`config.mk`:
```
export PLATFORM = sky130hd
export DESIGN_NAME = pwm_slice
export DESIGN_NICKNAME = d
export VERILOG_FILES = /design/src/rtl/pwm_slice_pkg.sv /design/src/rtl/pwm_dbuf.sv /design/src/rtl/pwm_slice_core.sv /design/src/rtl/pwm_chan_out.sv /design/src/rtl/pwm_slice.sv
export SDC_FILE = /design/constraint.sdc
export NUM_CORES = 1
export LEC_CHECK = 0
export BUFFER_PORTS_ARGS = -buffer_cell sky130_fd_sc_hd__clkbuf_2
export CAP_MARGIN = 30
export CORE_UTILIZATION = 50
export CTS_BUF_LIST = sky130_fd_sc_hd__clkbuf_2 sky130_fd_sc_hd__clkbuf_4 sky130_fd_sc_hd__clkbuf_8
export DETAILED_ROUTE_END_ITERATION = 7
export GPL_TIMING_DRIVEN = 0
export PLACE_DENSITY = 0.73
export SKIP_LAST_GASP = 1
export SLEW_MARGIN = 40
export SYNTH_ARGS = -nofsm -noshare
export SYNTH_HDL_FRONTEND = slang
export SYNTH_SLANG_ARGS = --single-unit
```
`constraint.sdc`:
```
create_clock -name clk -period 2.7 [get_ports clk]
set_input_delay 0.405 -clock clk [delete_from_list [all_inputs] [get_ports clk]]
set_output_delay 0.405 -clock clk [all_outputs]
set_load 0.05 [all_outputs]
```
`src/rtl/pwm_slice_pkg.sv`:
```
package pwm_slice_pkg;
   typedef enum logic {
      DIR_UP   = 1'b0,
      DIR_DOWN = 1'b1
   } cnt_dir_e;

   localparam int unsigned PWM_NCH = 2;
endpackage

```
`src/rtl/pwm_dbuf.sv`:
```
module pwm_dbuf #(
   parameter int unsigned W   = 16,
   parameter logic [W-1:0] RST = '0
) (
   input  logic         clk,
   input  logic         rst_n,
   input  logic         wr,
   input  logic [W-1:0] wdata,
   input  logic         load,
   output logic [W-1:0] act
);
   logic [W-1:0] shadow_q;

   always_ff @(posedge clk or negedge rst_n) begin
      if (!rst_n) begin
         shadow_q <= RST;
         act      <= RST;
      end else begin
         if (wr)   shadow_q <= wdata;
         if (load) act      <= shadow_q;
      end
   end
endmodule

```
`src/rtl/pwm_slice_core.sv`:
```
module pwm_slice_core
   import pwm_slice_pkg::*;
#(
   parameter int unsigned CNT_W = 16,
   parameter bit          PC_EN = 1'b1
) (
   input  logic             clk,
   input  logic             rst_n,
   input  logic             en,
   input  logic             tick,
   input  logic             pc_mode,
   input  logic             ctr_wr,
   input  logic [CNT_W-1:0] ctr_wdata,
   input  logic             adv_req,
   input  logic             ret_req,
   input  logic             irq_clr,
   input  logic [CNT_W-1:0] top_act,
   output logic [CNT_W-1:0] cnt,
   output logic             step,
   output logic             bnd_step,
   output logic             wrap_pulse,
   output logic             irq_raw,
   output logic             adv_busy,
   output logic             ret_busy
);
   localparam logic [CNT_W-1:0] ONE = CNT_W'(1);

   cnt_dir_e         dir_q, dir_n;
   logic [CNT_W-1:0] nxt;
   logic             bnd;
   logic             pc_eff;
   logic             tick_en;
   logic             adv_do, ret_do;

   if (PC_EN) begin : g_pc
      assign pc_eff = pc_mode;
   end else begin : g_no_pc
      assign pc_eff = 1'b0;
   end

   assign tick_en  = en & tick;
   assign ret_do   = ret_busy & tick_en & ~ctr_wr;
   assign adv_do   = adv_busy & ~tick_en & ~ctr_wr;
   assign step     = ~ctr_wr & ((tick_en & ~ret_busy) | adv_do);
   assign bnd_step = step & bnd;

   always_comb begin
      nxt   = cnt;
      dir_n = dir_q;
      bnd   = 1'b0;
      if (!pc_eff) begin
         dir_n = DIR_UP;
         if (cnt >= top_act) begin
            nxt = '0;
            bnd = 1'b1;
         end else begin
            nxt = cnt + ONE;
         end
      end else if (dir_q == DIR_UP && cnt < top_act) begin
         nxt = cnt + ONE;
      end else if (cnt == '0) begin
         nxt   = '0;
         bnd   = 1'b1;
         dir_n = DIR_UP;
      end else begin
         nxt   = cnt - ONE;
         bnd   = (cnt == ONE);
         dir_n = (cnt == ONE) ? DIR_UP : DIR_DOWN;
      end
   end

   always_ff @(posedge clk or negedge rst_n) begin
      if (!rst_n) begin
         cnt        <= '0;
         dir_q      <= DIR_UP;
         wrap_pulse <= 1'b0;
         irq_raw    <= 1'b0;
         adv_busy   <= 1'b0;
         ret_busy   <= 1'b0;
      end else begin
         if (ctr_wr) begin
            cnt <= ctr_wdata;
         end else if (step) begin
            cnt   <= nxt;
            dir_q <= dir_n;
         end
         wrap_pulse <= bnd_step;
         irq_raw    <= (irq_raw & ~irq_clr) | bnd_step;
         adv_busy   <= (adv_busy & ~adv_do) | adv_req;
         ret_busy   <= (ret_busy & ~ret_do) | ret_req;
      end
   end
endmodule

```
`src/rtl/pwm_chan_out.sv`:
```
module pwm_chan_out #(
   parameter int unsigned CNT_W = 16
) (
   input  logic             clk,
   input  logic             rst_n,
   input  logic             upd,
   input  logic [CNT_W-1:0] cnt,
   input  logic [CNT_W-1:0] cmp_act,
   input  logic             inv,
   output logic             pin
);
   logic lvl_q;

   always_ff @(posedge clk or negedge rst_n) begin
      if (!rst_n)   lvl_q <= 1'b0;
      else if (upd) lvl_q <= (cnt < cmp_act);
   end

   assign pin = lvl_q ^ inv;
endmodule

```
`src/rtl/pwm_slice.sv`:
```
module pwm_slice
   import pwm_slice_pkg::*;
#(
   parameter int unsigned CNT_W = 16,
   parameter bit          PC_EN = 1'b1
) (
   input  logic             clk,
   input  logic             rst_n,
   input  logic             en,
   input  logic             tick,
   input  logic             phase_correct,
   input  logic             inv_a,
   input  logic             inv_b,
   input  logic             top_wr,
   input  logic [CNT_W-1:0] top_wdata,
   input  logic             cmp_a_wr,
   input  logic [CNT_W-1:0] cmp_a_wdata,
   input  logic             cmp_b_wr,
   input  logic [CNT_W-1:0] cmp_b_wdata,
   input  logic             ctr_wr,
   input  logic [CNT_W-1:0] ctr_wdata,
   input  logic             adv_req,
   input  logic             ret_req,
   input  logic             irq_clr,
   output logic [CNT_W-1:0] count,
   output logic             out_a,
   output logic             out_b,
   output logic             wrap_pulse,
   output logic             irq_raw,
   output logic             adv_busy,
   output logic             ret_busy
);
   localparam logic [CNT_W-1:0] TOP_RST = {CNT_W{1'b1}};

   if (CNT_W < 2 || CNT_W > 32) begin : g_bad_width
      $error("pwm_slice: CNT_W must be in 2..32");
   end

   logic             step, bnd_step, upd, load;
   logic [CNT_W-1:0] top_act;
   logic             ch_wr   [PWM_NCH];
   logic [CNT_W-1:0] ch_wd   [PWM_NCH];
   logic             ch_inv  [PWM_NCH];
   logic             ch_pin  [PWM_NCH];
   logic [CNT_W-1:0] cmp_act [PWM_NCH];

   assign ch_wr[0]  = cmp_a_wr;
   assign ch_wr[1]  = cmp_b_wr;
   assign ch_wd[0]  = cmp_a_wdata;
   assign ch_wd[1]  = cmp_b_wdata;
   assign ch_inv[0] = inv_a;
   assign ch_inv[1] = inv_b;
   assign out_a     = ch_pin[0];
   assign out_b     = ch_pin[1];

   assign upd  = en | step;
   assign load = ~en | bnd_step;

   pwm_slice_core #(.CNT_W(CNT_W), .PC_EN(PC_EN)) u_core (
      .clk(clk), .rst_n(rst_n), .en(en), .tick(tick), .pc_mode(phase_correct),
      .ctr_wr(ctr_wr), .ctr_wdata(ctr_wdata), .adv_req(adv_req), .ret_req(ret_req),
      .irq_clr(irq_clr), .top_act(top_act), .cnt(count), .step(step),
      .bnd_step(bnd_step), .wrap_pulse(wrap_pulse), .irq_raw(irq_raw),
      .adv_busy(adv_busy), .ret_busy(ret_busy)
   );

   pwm_dbuf #(.W(CNT_W), .RST(TOP_RST)) u_top_buf (
      .clk(clk), .rst_n(rst_n), .wr(top_wr), .wdata(top_wdata),
      .load(load), .act(top_act)
   );

   for (genvar c = 0; c < PWM_NCH; c++) begin : g_ch
      pwm_dbuf #(.W(CNT_W), .RST('0)) u_cmp_buf (
         .clk(clk), .rst_n(rst_n), .wr(ch_wr[c]), .wdata(ch_wd[c]),
         .load(load), .act(cmp_act[c])
      );
      pwm_chan_out #(.CNT_W(CNT_W)) u_out (
         .clk(clk), .rst_n(rst_n), .upd(upd), .cnt(count),
         .cmp_act(cmp_act[c]), .inv(ch_inv[c]), .pin(ch_pin[c])
      );
   end
endmodule

```
==> flow_summary.json, run 1 <==
{
  "drtIter0Drc": 370,
  "synthTopCellsByCount": "87 x dfrtp_1, 79 x mux2_2, 65 x inv_1, 50 x ha_1, 34 x nand2_1",
  "p_per_area_nw_per_um2": 780.1,
  "synth_top_area_share_pct": 32.21,
  "synth_area_leader_cell": "dfrtp_1",
  "overflow": 0,
  "clockBufferDepth": 2,
  "cts_tree": "yes",
  "finalSetupViolations": 0,
  "timing.rr.start": "u_core.cnt[12]",
  "wl_um": 17360,
  "grt_max_degree": 67,
  "io_buffers": 96,
  "dr.pass1.iters": 7,
  "die_area_sq_um": 13990,
  "synth_seq_cells": 119,
  "syn_nets": 742,
  "max_slew_margin_pct": 55.70,
  "yosysMostFrequentCell": "dfrtp_1",
  "critical_path_class": "reg -> reg",
  "hold_class": "in -> reg",
  "totalPowerFinal_w": 0.006450,
  "drc": 0,
  "syn_inst": 614,
  "viasPerCell": 5.601,
  "tightestPinTransition_ns": 0.6645,
  "synth-edff-count": 0,
  "synth_ff_type": "dfrtp_1",
  "diodes": 0,
  "r2r_setup_slack_ns": 0.05,
  "max_clock_freq_mhz": 376.9,
  "place_congestion": 0.8576,
  "wire_per_inst_um": 18.46,
  "fp.dieH_um": 118.3,
  "tns_ns": 0,
  "leakagePower_nw": 3.948,
  "ys_warn_count": 0,
  "vias": 5265,
  "antenna_found_initial": 0,
  "syn_avg_cell_area_sq_um": 11.01,
  "maxCapViolations": 0,
  "critPathCaptureType": "flip-flop",
  "rsz0062_at_grt": "yes",
  "syn_to_final_growth_pct": 22.34,
  "rows": 42,
  "whs_endpoint": "u_core.irq_raw",
  "fin_crit_ns": 2.653,
  "cp.required_ns": 3.03,
  "drtAntennaViolNets": 0,
  "hold-path-cell-count": 2,
  "outcome": "finished clean",
  "synthArstFlopShare_pct": 100.0,
  "r2r_cells": 10,
  "min-delay-start": "irq_clr",
  "track_usage_pct": 25.79,
  "finalCritPeriodShare_pct": 98.26,
  "finClkSkew_ns": 0.01279,
  "cts.sinks": 119,
  "hpwl_um": 12120,
  "synth.cell_area_sq_um": 6759,
  "start_util_pct": 51.24,
  "core-area_sq_um": 13190,
  "clk_pin_slew_ns": 0.07,
  "grt_pass1_wl_um": 27230,
  "vdd_drop_max_uv": 345.8,
  "grt_pass1_vias": 5228,
  "numCtsBuffers": 17,
  "nets": 879,
  "critPathArrivalTime_ns": 2.98,
  "fp.dieW_um": 118.3,
  "worstReg2RegEnd": "g_ch[0].u_cmp_buf.act[12]",
  "synth.distinct_cells": 58,
  "seq_area_frac_synth_pct": 44.65,
  "io_pins": 100,
  "root_buffer": "clkbuf_8",
  "crit_path_max_fanout": 10,
  "htree_levels": 4,
  "netlist_top_cells_area": "dfrtp_1 32%, mux2_2 13%, dfstp_2 12%",
  "final_max_slew_viol_count": 0,
  "clock_insertion_delay_worst_skew_ns": 0.45,
  "startpoint_type": "flip-flop",
  "drive_above_1_share_pct": 43.46,
  "finalHoldViolations": 0
}
## metal layers
metal / global-route usage (%) / up-vias / part of all wire [%] / wire, um
met2: 40.96 / 200 / 48 / 8260
met3: 5.212 / 36 / 6.4 / 1119
met4: 13.22 / 0 / 3.3 / 580
met5: 0 / - / 0 / 0
li1: - / 2459 / - / -
met1: 33.39 / 2570 / 43 / 7395
## registers in the layout, summed over array words and instances, names as in the netlist, 2 cells and up
signal,count
g_ch.u_cmp_buf.act,32
g_ch.u_cmp_buf.shadow_q,32
u_core.cnt,16
u_top_buf.act,16
u_top_buf.shadow_q,16
g_ch.u_out.lvl_q,2
## report_power, final
part	leakage [nW]	internal [W]	switching (W)
sequential	1.34	0.00214	0.000319
combinational	2.43	0.00108	0.00139
clock	0.184	0.000779	0.000747
total	3.95	0.00400	0.00245
## what timing repair did
action                                 in CTS  in global routing
cloned                                      0                  2
gates resized for setup                    26                 24
pin swaps                                   5                 13
endpoints found under the hold margin      41                  0
hold buffers                                1                  0
setup buffers                               7                 13
setup endpoints to repair                  64                 54
## cell type report
type / instances / area (sq um)
Timing Repair Buffer: 120 / 752.0
Sequential cell: 119 / 3038
Inverter: 65 / 244.0
Clock buffer: 20 / 269.0
Clock inverter: 12 / 102.6
Multi-Input combinational cell: 403 / 3453
Tap cell: 176 / 220.2
Fill cell: 1144 / 4921
Buffer: 25 / 190.2
## kinds of logic after synthesis
group	Yosys count	synth area share, %
AO/OA/AOI/OAI	117	11.26
XOR/XNOR	7	0.9071
adder cells (fa/ha/maj)	50	9.256
buffers and inverters	92	6.220
flip-flops	119	44.65
multiplexers	101	17.90
AND/OR/NAND/NOR	128	9.811
## worst max-delay path, stage by stage, from the launching register on
cell	delay [ns]
dfrtp_2	0.44
buf_4	0.18
or3_4	0.42
nor4_4	0.32
o211a_1	0.21
o21ai_1	0.07
nand2b_4	0.20
nand2_4	0.10
buf_12	0.14
clkbuf_16	0.15
mux2_4	0.29
## metrics by stage
stage / setup WS [ns] / util, % / instance area [sq um] / instances / hold slack (ns)
floorplan: 0.004139 / - / 6768 / 614 / 0.1094
global placement: -0.6425 / 56.62 / 7468 / 886 / 0.4864
detailed placement: -0.5717 / 56.94 / 7511 / 887 / 0.3991
CTS: 0.002307 / 60.90 / 8033 / 926 / 0.1124
global route: -0.06532 / 62.69 / 8269 / 940 / 0.1235
finish: 0.04687 / 62.69 / 8269 / 940 / 0.1363
## layout by cell type, fill, tap and decap left out, types with 12 or more instances in the layout
cell,instances
a21o_1,16
a21oi_1,30
buf_4,23
clkbuf_1,12
clkbuf_2,97
clkbuf_8,20
dfrtp_1,73
dfrtp_2,13
dfstp_2,32
ha_1,49
inv_1,64
mux2_2,79
mux2_4,20
nand2_1,34
nand2b_1,12
nand3_1,13
nor2_1,23
o21ai_0,23
## worst max path at each step
stage                           start                   endpoint  slack [ns]  depth (start not counted)
finish                 u_core.cnt[12]  g_ch[0].u_cmp_buf.act[12]        0.05                         10
global route        u_top_buf.act[14]              u_core.cnt[9]       -0.07                         11
CTS                 u_top_buf.act[13]             u_core.cnt[14]       0.002                         10
detailed placement      u_core.cnt[0]              u_core.cnt[5]       -0.57                         11
global placement                rst_n              u_core.cnt[0]       -0.64                          1
floorplan               u_core.cnt[3]   g_ch[0].u_cmp_buf.act[0]       0.004                         10
Power figures use the tool's default switching activity.
==> run 2, diff against run 1 <==
ABC_AREA = 1   (was default)
CTS_BUF_LIST = default   (was sky130_fd_sc_hd__clkbuf_2 sky130_fd_sc_hd__clkbuf_4 sky130_fd_sc_hd__clkbuf_8)
==> flow_summary.json, run 2 <==
{
  "grt_pass1_vias": 5620,
  "viasPerCell": 5.068,
  "cp.required_ns": 3.06,
  "synth-compound-area-share_pct": 4.786,
  "hpwl_um": 11760,
  "dpl.cell_count": 1112,
  "p_per_area_nw_per_um2": 791.3,
  "root_buffer": "clkbuf_16",
  "io_buffers": 94,
  "synth-edff-count": 0,
  "htree_levels": 4,
  "grt_max_degree": 69,
  "tns_ns": 0,
  "start_util_pct": 51.89,
  "syn_avg_cell_area_sq_um": 8.300,
  "max_slew_margin_pct": 55.99,
  "critical_path_class": "reg -> reg",
  "vdd_drop_max_uv": 522.8,
  "max_clock_freq_mhz": 396.2,
  "finalSetupViolations": 0,
  "finClkSkew_ns": 0.004473,
  "rows": 42,
  "drtAntennaViolNets": 0,
  "drtIter0Drc": 396,
  "antenna_found_initial": 0,
  "synthXorXnorAreaFrac_pct": 3.639,
  "synth.mux.area_fraction_pct": 7.743,
  "synth.cell_area_sq_um": 6980,
  "fin_ws_ns": 0.1757,
  "top_regs": "g_ch.u_cmp_buf.act x32, g_ch.u_cmp_buf.shadow_q x32",
  "crit_path_max_fanout": 10,
  "cts.sinks": 119,
  "layout_commonest_cell": "nand2_1",
  "synth_adder_area_share_pct": 8.962,
  "mostFrequentLayoutCells": "257 x nand2_1, 99 x inv_1, 95 x clkbuf_2, 82 x dfrtp_1, 69 x nand3_1",
  "tightestPinTransition_ns": 0.6602,
  "synth_top_area_share_pct": 31.19,
  "vias": 5813,
  "final_cells": 1147,
  "finalHoldViolations": 0,
  "synthTopCellsByCount": "258 x nand2_1, 100 x inv_1, 87 x dfrtp_1, 69 x nand3_1, 50 x ha_1",
  "finalCritPeriodShare_pct": 93.49,
  "ys_warn_count": 0,
  "maxCapViolations": 0,
  "fp.dieH_um": 120.2,
  "clock_insertion_delay_worst_skew_ns": 0.42,
  "yosysMostFrequentCell": "nand2_1",
  "track_usage_pct": 24.72,
  "leakagePower_nw": 4.404,
  "synth-simple-area-share_pct": 23.52,
  "fin_crit_ns": 2.524,
  "critPathArrivalTime_ns": 2.88,
  "rsz0062_at_grt": "yes",
  "synthArstFlopShare_pct": 100.0,
  "syn_to_final_growth_pct": 19.21,
  "clk_pin_slew_ns": 0.06,
  "nets": 1086,
  "core-area_sq_um": 13450,
  "grt_pass1_wl_um": 27260,
  "synth.distinct_cells": 34,
  "synth_area_leader_cell": "dfrtp_1",
  "io_pins": 100,
  "diodes": 0,
  "die_area_sq_um": 14440,
  "dr.pass1.iters": 5,
  "netlist_top_cells_area": "dfrtp_1 31%, nand2_1 14%, dfstp_2 12%",
  "numCtsBuffers": 17,
  "wire_per_inst_um": 14.42,
  "clockBufferDepth": 2,
  "overflow": 0,
  "drive_above_1_share_pct": 25.64,
  "fp.dieW_um": 120.2,
  "syn_nets": 969,
  "whs_ns": 0.1743,
  "cts_tree": "yes",
  "synth_top_family_by_area": "simple AND/OR/NAND/NOR gates",
  "synth_seq_cells": 119,
  "final_max_slew_viol_count": 0,
  "wl_um": 16540,
  "hold_class": "in -> reg",
  "critPathCaptureType": "flip-flop",
  "dp_slack_ns": 0.1220,
  "synth_ff_type": "dfrtp_1",
  "place_congestion": 0.9479,
  "startpoint_type": "flip-flop",
  "drc": 0,
  "syn_inst": 841,
  "totalPowerFinal_w": 0.006585,
  "outcome": "finished clean",
  "seq_area_frac_synth_pct": 43.23
}
## run 2: cell types whose count changed after synthesis, moves of 6 or more
| cell | previous run | this run |
|---|---|---|
| mux2_2 | 79 | 48 |
| a21o_1 | 16 | 1 |
| nand3_1 | 13 | 69 |
| inv_1 | 65 | 100 |
| mux2_4 | 20 | 0 |
| nor2_1 | 24 | 38 |
| buf_2 | 0 | 12 |
| nand2_1 | 34 | 258 |
| or3_1 | 6 | 0 |
| nand2b_1 | 12 | 0 |
| xor2_1 | 6 | 25 |
## run 2: power by group
part,total (W),switching [W],internal [W]
clock,0.00218,0.000863,0.00131
combinational,0.00198,0.00126,0.000720
sequential,0.00243,0.000325,0.00210
## run 2: worst max-delay path, cell delays in order (launching register included)
cell and delay (ns):
dfrtp_1 0.65, ha_1 0.33, nand2_1 0.07, nand2_1 0.04
nand2_1 0.05, nand2_1 0.05, nand2_1 0.05, nand2_1 0.04
nand2_1 0.09, nand4_1 0.20, buf_4 0.20, nand2_2 0.13
buf_2 0.25, nand2_1 0.08, nand2_1 0.09, nand2_1 0.06
nand2_1 0.06
## run 2: logic make-up (layout without fill, tap and decap cells)
family | Yosys count | count (layout)
AND/OR/NAND/NOR | 391 | 391
buffers and inverters | 140 | 270
flip-flops | 119 | 119
AO/OA/AOI/OAI | 64 | 64
adder cells (fa/ha/maj) | 50 | 50
multiplexers | 48 | 48
XOR/XNOR | 29 | 29
## run 2: repair_timing
item	in CTS	in global routing
hold buffers	1	0
setup endpoints to repair	0	60
setup buffers	0	2
resized for setup	0	13
endpoints found under the hold margin	39	0
## run 2: final timing paths
| kind | startpoint | end | slack [ns] | cells after the start |
|---|---|---|---|---|
| worst min register to register | u_top_buf.shadow_q[6] | u_top_buf.act[6] | 0.46 | 2 |
| worst min-delay path | irq_clr | u_core.irq_raw | 0.17 | 2 |
| worst max-delay path | u_core.cnt[1] | u_core.cnt[12] | 0.18 | 16 |
| max in group asynchronous | rst_n | u_top_buf.act[13] | 1.51 | 3 |
| worst max register to register | u_core.cnt[1] | u_core.cnt[12] | 0.18 | 16 |
| min in group asynchronous | rst_n | g_ch[1].u_cmp_buf.shadow_q[15] | 0.51 | 2 |
## run 2: routing by layer
metal  vias to the layer above  GRT usage (%)  share of wire [%]
li1                       2906              -                  -
met1                      2690          32.58                 45
met2                       179          38.43                 46
met3                        38          5.798                6.1
met4                         0          11.33                3.3
met5                         -              0                  0
## run 2: layout make-up
class                   count  area (sq um)
plain buffers              35         175.2
clock buffers              20         489.2
clock inverters            12         85.08
fillers                  1224          5131
inverters                 105         394.1
multi-input cells         582          3402
flip-flops and latches    119          3024
well taps                 176         220.2
repair buffers             98         531.8
## run 2: through the flow
stage / instance area, sq um / util [%]
floorplan: 6980 / -
global placement: 7671 / 57.02
detailed placement: 7707 / 57.29
CTS: 8292 / 61.64
global route: 8322 / 61.86
finish: 8322 / 61.86
